## src/rtl/tdl_pkg.sv

```systemverilog
// Shared definitions for the addressable tap shift register.
// Assumes nothing beyond IEEE 1800-2017 packages.
package tdl_pkg;

    // Output path variant chosen at build time.
    typedef enum logic [0:0] {
        OUT_COMB = 1'b0,
        OUT_FLOP = 1'b1
    } out_mode_e;

    // Default chain length; a tap select of STAGES-1 reaches the last stage.
    localparam int unsigned DEF_STAGES = 16;

    // Extra cycles added by the output path for a given mode.
    function automatic int unsigned out_latency(out_mode_e mode);
        return (mode == OUT_FLOP) ? 1 : 0;
    endfunction

endpackage

```

## src/rtl/tdl_chain.sv

```systemverilog
// Serial shift chain of STAGES flops. Index 0 is the newest bit.
// Assumes power-up initial values of zero; there is no reset port by design.
module tdl_chain #(
    parameter int unsigned STAGES = 16
) (
    input  logic              clk_i,
    input  logic              shift_en_i,
    input  logic              ser_i,
    output logic [STAGES-1:0] stage_o
);

    logic [STAGES-1:0] stage_q = '0;

    // Advance the chain by one position on each enabled edge.
    always_ff @(posedge clk_i) begin
        if (shift_en_i) begin
            stage_q <= {stage_q[STAGES-2:0], ser_i};
        end
    end

    assign stage_o = stage_q;

endmodule

```

## src/rtl/tdl_tap_mux.sv

```systemverilog
// Combinational tap selector: returns the stage picked by sel_i.
// Assumes STAGES >= 2; a select beyond the chain length returns the last stage.
module tdl_tap_mux #(
    parameter int unsigned STAGES = 16,
    localparam int unsigned SEL_W = $clog2(STAGES)
) (
    input  logic [STAGES-1:0] stage_i,
    input  logic [SEL_W-1:0]  sel_i,
    output logic              tap_o
);

    // Pick one stage; out-of-range codes clamp to the deepest stage.
    always_comb begin
        tap_o = stage_i[STAGES-1];
        for (int i = 0; i < STAGES; i++) begin
            if (int'(sel_i) == i) begin
                tap_o = stage_i[i];
            end
        end
    end

endmodule

```

## src/rtl/tdl_out_stage.sv

```systemverilog
// Output path: either a wire or one enable-gated flop, chosen by MODE.
// Assumes the flop powers up at zero and shares the chain's enable.
module tdl_out_stage #(
    parameter tdl_pkg::out_mode_e MODE = tdl_pkg::OUT_COMB
) (
    input  logic clk_i,
    input  logic shift_en_i,
    input  logic tap_i,
    output logic ser_o
);

    generate
        if (MODE == tdl_pkg::OUT_FLOP) begin : g_flop
            logic out_q = 1'b0;

            // Capture the selected tap on enabled edges only.
            always_ff @(posedge clk_i) begin
                if (shift_en_i) begin
                    out_q <= tap_i;
                end
            end

            assign ser_o = out_q;
        end else begin : g_comb
            assign ser_o = tap_i;
        end
    endgenerate

endmodule

```

## src/rtl/tap_delay_line.sv

```systemverilog
// Addressable tap shift register: a run-time selectable 1..STAGES cycle delay.
// An optional output flop adds one cycle. chain_o exposes the last stage for cascading.
// Assumes all storage is zero at power-up; no reset is provided.
module tap_delay_line #(
    parameter int unsigned        STAGES   = tdl_pkg::DEF_STAGES,
    parameter tdl_pkg::out_mode_e OUT_MODE = tdl_pkg::OUT_COMB,
    localparam int unsigned       SEL_W    = $clog2(STAGES)
) (
    input  logic             clk_i,
    input  logic             shift_en_i,
    input  logic             ser_i,
    input  logic [SEL_W-1:0] tap_sel_i,
    output logic             ser_o,
    output logic             chain_o
);

    logic [STAGES-1:0] stage_q;
    logic              tap_comb;

    tdl_chain #(.STAGES(STAGES)) u_chain (
        .clk_i      (clk_i),
        .shift_en_i (shift_en_i),
        .ser_i      (ser_i),
        .stage_o    (stage_q)
    );

    tdl_tap_mux #(.STAGES(STAGES)) u_mux (
        .stage_i (stage_q),
        .sel_i   (tap_sel_i),
        .tap_o   (tap_comb)
    );

    tdl_out_stage #(.MODE(OUT_MODE)) u_out (
        .clk_i      (clk_i),
        .shift_en_i (shift_en_i),
        .tap_i      (tap_comb),
        .ser_o      (ser_o)
    );

    // Cascade output is the deepest stage, independent of the tap select.
    assign chain_o = stage_q[STAGES-1];

endmodule

```

## config.mk

```make
export PLATFORM = sky130hd
export DESIGN_NAME = tap_delay_line
export DESIGN_NICKNAME = d
export VERILOG_FILES = /design/src/rtl/tdl_pkg.sv /design/src/rtl/tdl_chain.sv /design/src/rtl/tdl_tap_mux.sv /design/src/rtl/tdl_out_stage.sv /design/src/rtl/tap_delay_line.sv
export SDC_FILE = /design/constraint.sdc
export NUM_CORES = 1
export LEC_CHECK = 0
export ABC_AREA = 1
export CELL_PAD_IN_SITES_DETAIL_PLACEMENT = 1
export CELL_PAD_IN_SITES_GLOBAL_PLACEMENT = 2
export CORE_MARGIN = 2
export CORE_UTILIZATION = 35
export CTS_CLUSTER_DIAMETER = 30
export DETAILED_ROUTE_END_ITERATION = 8
export HOLD_SLACK_MARGIN = 0.03
export PLACE_DENSITY = 0.81
export RECOVER_POWER = 25
export SLEW_MARGIN = 20
export SYNTH_ARGS = -nofsm -noshare
export SYNTH_HDL_FRONTEND = slang
export SYNTH_SLANG_ARGS = --single-unit
```

## constraint.sdc

```tcl
create_clock -name clk_i -period 4.4 [get_ports clk_i]
set_clock_uncertainty 0.2 [all_clocks]
set_input_delay 0.44 -clock clk_i [delete_from_list [all_inputs] [get_ports clk_i]]
set_output_delay 0.44 -clock clk_i [all_outputs]
set_load 0.02 [all_outputs]
```

==> impl_metrics.toml, run 1 <==
[outcome]
status = "complete, no violations"

[timing]
finalHoldViolations = 0
max_freq_mhz = 284
period_minus_slack_ps = 3520
finalSetupTns_ps = 0
setup_viol = 0
timing.slew.headroom = 0.531
drv_slew = 0
fin_crit_sh = 0.800
worst_pin_slew_ps = 701
rsz0062_at_grt = "false"
whs_ps = 262

[grt]
overflow = 0
grt_max_degree = 17
grt_pass1_vias = 588
grt_pass1_wl_mm = 2.77
grt_usage = 0.143
antenna_found_initial = 0

[die]
dieArea_um2 = 2790
row_count = 17
die_w_um = 52.9
ios = 9
die_h_um = 52.9
initial_core_util = 0.374
coreArea_um2 = 2230

[clocking]
htree_levels = 1
cts.clk_slew.worst_paths_ps = 90
numCtsBuffers = 3
cts_tree = "built"
clock_sinks = 16
cts-hold-fix-buffers = 0
clk_latency_ps = 280
cts.repair.resized = 0
cts_setup_buffers = 0
root_buffer = "clkbuf_4"
clockBufferDepth = 2

[logic_synthesis]
synth-seq-cells = 16
netlist_area_um2 = 836
synth_seq_area_share = 0.575
syn_nets = 90
synth_mux_area_frac = 0
synth_area_per_cell_um2 = 10.1
synth.distinct_cells = 14
synth_top_cell_area_share = 0.575
synth_top_family_by_area = "simple AND/OR/NAND/NOR gates"
synth_largest_area_cell = "edfxtp_1"
synth_area_leaders = "edfxtp_1 (57%), nand2_1 (13%), o211ai_1 (5.4%), nor2_4 (4.0%), inv_1 (3.6%)"
synth_compound_area_frac = 0.100
synth_simple_gate_area_frac = 0.228
synth_warnings = 0
yosys.area_share.xor_xnor = 0
synth_fa_ha_area_frac = 0
synthCells = 83

[cells_and_area]
fin_nets = 102
fin_cells = 121
stdcell_area_um2 = 958
n_antenna_cell = 0
area.growth.synth_to_final_pct = 14.7
fillers = 256
largest_reg_flops = 16
drive_gt1_frac = 0.172
final_util = 0.429

[place]
placedCellCount = 118
place_area_um2 = 936
dp_hpwl_mm = 1.18
portBuffers = 8
gp_congestion = 0.796

[routing]
first_iter_violations = 10
vias = 581
postRouteWirelength_mm = 1.57
viasPerCell = 4.80
drt_pre_antenna_iters = 4
wire_per_inst_um = 13.0
drc = 0
ant_nets = 0

[pwr]
p_switching_uw = 76.0
cellPowerDensity_nw_per_um2 = 317
power_leakage_uw = 0.000371
ir_drop_mv = 0.150
p_comb_frac = 0.152
p_clk_frac = 0.247
p_seq_frac = 0.601
netSwitchingFraction = 0.250
power.internal_uw = 228

[worst_setup_path]
rr_worst_depth = 0
end_kind = "output port"
reg2reg_to = "u_chain.stage_o[15]"
worstPathMaxFanout = 8
r2r_slack_ps = 3530
r2r-start = "u_chain.stage_o[14]"
crit_arrival_ps = 2880
worst_setup_path_start_kind = "primary input"
cp.required_ps = 3760
crit_type = "primary input to output port"

[min_path]
min_to = "u_chain.stage_o[1]"
holdPathStages = 0
holdCritPathClass = "flop to flop"
hp-start = "u_chain.stage_o[0]"

[run]
drv_cap = 0
==> routing by layer <==
layer / GRT usage / wire [um] / up-vias
met1: 0.211 / 838 / 275
li1: - / - / 300
met3: 0.0339 / 31 / 2
met2: 0.196 / 687 / 4
met4: 0.0641 / 14 / 0
met5: 0 / 0 / -
==> worst max-delay path by stage <==
stage	startpoint	endpoint	cells after the start
5_1_grt	tap_sel_i[1]	ser_o	21
6_report	tap_sel_i[1]	ser_o	19
2_1_floorplan	tap_sel_i[1]	ser_o	19
4_1_cts	tap_sel_i[1]	ser_o	21
3_5_place_dp	tap_sel_i[1]	ser_o	21
3_3_place_gp	tap_sel_i[1]	ser_o	19
==> metrics by stage <==
stage	power (uW)	setup slack (ps)
finish	304	882
global route	321	649
CTS	308	849
detailed placement	233	861
global placement	232	891
floorplan	213	2200
==> worst max-delay path, stage by stage <==
cell and delay, ps:
clkdlybuf4s50_1 680, nor2_4 300, nand2_1 70, nand3_1 80, nand2_1 50, nand2_1 50, nand2_1 50, nand2_1 50
nand2_1 50, nand2_1 60, nand2_1 50, nand2_1 50, nand2_1 50, nand2_1 60, nand2_1 50, nand2_1 60
nand2_1 50, nand2_1 50, clkdlybuf4s50_1 590
==> area by class of cell <==
cell class                      count  area (um^2)  area share
Clock buffer                        3         22.5      0.0235
Multi-Input combinational cell     50          274       0.286
Sequential cell                    16          480       0.501
Tap cell                           28         35.0      0.0366
Timing Repair Buffer                9         87.6      0.0914
Inverter                           15         58.8      0.0614
==> power groups by stage <==
| stage | Combinational [uW] | Clock, uW | Sequential, uW |
|---|---|---|---|
| after floorplan | 28.3 | 0 | 185 |
| after global placement | 45.7 | 0 | 186 |
| after detailed placement | 46.7 | 0 | 186 |
| after CTS | 46.8 | 78.3 | 183 |
| after global routing | 51.7 | 85.4 | 184 |
| final | 46.1 | 75.2 | 183 |
==> cell families (layout without fill, tap and decap cells) <==
kind of cell / Yosys count / after routing
and+or+nand+nor: 38 / 38
AOI/OAI and AO/OA: 12 / 12
buffers and inverters: 17 / 27
DFF: 16 / 16
==> layout by cell type (no fill, tap or decap), types with 2 or more instances in the layout <==
cell type	n
edfxtp_1	16
nand3_1	5
clkdlybuf4s50_1	8
nor2_4	3
inv_2	6
inv_1	8
nand2_1	28
o211ai_1	6
o22ai_1	3
o31ai_1	2
clkbuf_4	3
==> cell usage after synthesis <==
master / instances
buf_6: 2
edfxtp_1: 16
inv_1: 8
inv_2: 6
inv_4: 1
nand2_1: 28
nand3_1: 5
nor2_2: 1
nor2_4: 3
nor2_8: 1
o211ai_1: 6
o21ai_1: 1
o22ai_1: 3
o31ai_1: 2
Power figures use the tool's default switching activity.
==> run 2, diff against run 1 <==
Settings changed: CORE_UTILIZATION 35 to 31, PLACE_DENSITY 0.81 to 0.76.
Clock period 4.4 ns to 3 ns, I/O delays scaled along.
==> impl_metrics.toml, run 2 (synthesis results as in run 1) <==
[outcome]
status = "complete, no violations"

[timing]
max_freq_mhz = 361
drv_slew = 0
timing.slew.headroom = 0.551
period_minus_slack_ps = 2770
whs_ps = 262
finalHoldViolations = 0
setup_viol = 0
worst_pin_slew_ps = 671
worst_slack_ps = 233
rsz0062_at_grt = "false"
fin_crit_sh = 0.922

[routing]
first_iter_violations = 3
drt_pre_antenna_iters = 2
vias = 615
postRouteWirelength_mm = 1.69
ant_nets = 0
drc = 0
wire_per_inst_um = 12.9
viasPerCell = 4.69

[die]
die_h_um = 55.9
die_w_um = 55.9
coreArea_um2 = 2520
initial_core_util = 0.331
row_count = 18
dieArea_um2 = 3130
ios = 9

[pwr]
p_switching_uw = 114
netSwitchingFraction = 0.250
p_comb_frac = 0.171
power.internal_uw = 342
cellPowerDensity_nw_per_um2 = 434
p_seq_frac = 0.587
power_leakage_uw = 0.000430
p_clk_frac = 0.241
p_total_uw = 456
ir_drop_mv = 0.232

[cells_and_area]
fillers = 282
largest_reg_flops = 16
final_util = 0.417
area.growth.synth_to_final_pct = 25.9
final_common_cell = "nand2_1"
fin_nets = 110
layout_common_cells = "nand2_1 (28), edfxtp_1 (16), inv_1 (8)"
drive_gt1_frac = 0.238
ff_latch_area_um2 = 480
multi_input_area_um2 = 279
n_antenna_cell = 0

[worst_setup_path]
end_kind = "output port"
cp.required_ps = 2500
crit_type = "primary input to output port"
worst_setup_path_start_kind = "primary input"
crit_arrival_ps = 2270
worstPathMaxFanout = 8

[min_path]
holdCritPathClass = "flop to flop"

[grt]
grt_pass1_vias = 660
grt_pass1_wl_mm = 3.06
grt_max_degree = 17
grt_usage = 0.128
antenna_found_initial = 0
overflow = 0

[clocking]
numCtsBuffers = 3
cts_tree = "built"
clk_latency_ps = 280
htree_levels = 1
cts.clk_slew.worst_paths_ps = 90
cts-hold-fix-buffers = 0
cts_setup_buffers = 0
clock_sinks = 16
clockBufferDepth = 2
root_buffer = "clkbuf_4"

[place]
dp_hpwl_mm = 1.31
portBuffers = 8
gp_congestion = 0.726
dp_slack_ps = -53.2

[run]
drv_cap = 0
==> run 2: worst max-delay path, cell delays in order <==
cell and delay (ps):
clkdlybuf4s50_1 500, buf_12 150, inv_4 40, nor2_4 80, nand2_1 60, nand2_1 60, inv_1 30, nand2_1 50
nand2_1 50, nand2_1 60, nand2_1 50, nand2_1 50, nand2_1 50, nand2_1 60, nand2_1 50, nand2_1 60
nand2_1 50, nand2_1 60, nand2_1 50, nand2_1 50, nand2_1 40, dlygate4sd2_1 310
==> run 2: cell type report <==
class,count,share of cell area
multi-input cells,50,0.265
clock buffers,3,0.0214
inverters,15,0.0559
repair buffers,17,0.165
flip-flops and latches,16,0.457
well taps,30,0.0357
==> run 2: per-layer routing <==
layer,up-vias,track usage,wire [um]
li1,320,-,-
met3,2,0.0349,31
met1,289,0.165,821
met5,-,0,0
met2,4,0.202,822
met4,0,0.0510,15
==> run 2: final timing paths <==
kind / startpoint / end / slack, ps / cells after the start
worst min register to register: u_chain.stage_o[0] / u_chain.stage_o[1] / 260 / 0
worst max register to register: u_chain.stage_o[13] / u_chain.stage_o[14] / 2120 / 0
worst max-delay path: tap_sel_i[1] / ser_o / 230 / 22
worst min-delay path: u_chain.stage_o[0] / u_chain.stage_o[1] / 260 / 0
==> run 2: power groups by stage <==
stage	clock network, uW	logic [uW]	registers, uW
2_1_floorplan	0	41.6	271
3_3_place_gp	0	79.8	273
3_5_place_dp	0	80.8	273
4_1_cts	119	79.9	269
5_1_grt	131	87.1	270
6_report	110	78.1	268
==> run 2: per-stage QoR <==
| stage | TNS (ps) | instances | area, um^2 |
|---|---|---|---|
| 2_1_floorplan | 0 | 83 | 836 |
| 6_report | 0 | 131 | 1050 |
| 5_1_grt | 0 | 131 | 1050 |
| 3_5_place_dp | -53.2 | 128 | 1020 |
| 4_1_cts | 0 | 131 | 1050 |
| 3_3_place_gp | -23.1 | 128 | 1020 |
==> run 2: repair_timing <==
item | 4_1_cts | 5_1_grt
setup endpoints to repair | 1 | 1
hold endpoints to repair | 0 | 0
resized for setup | 2 | 1
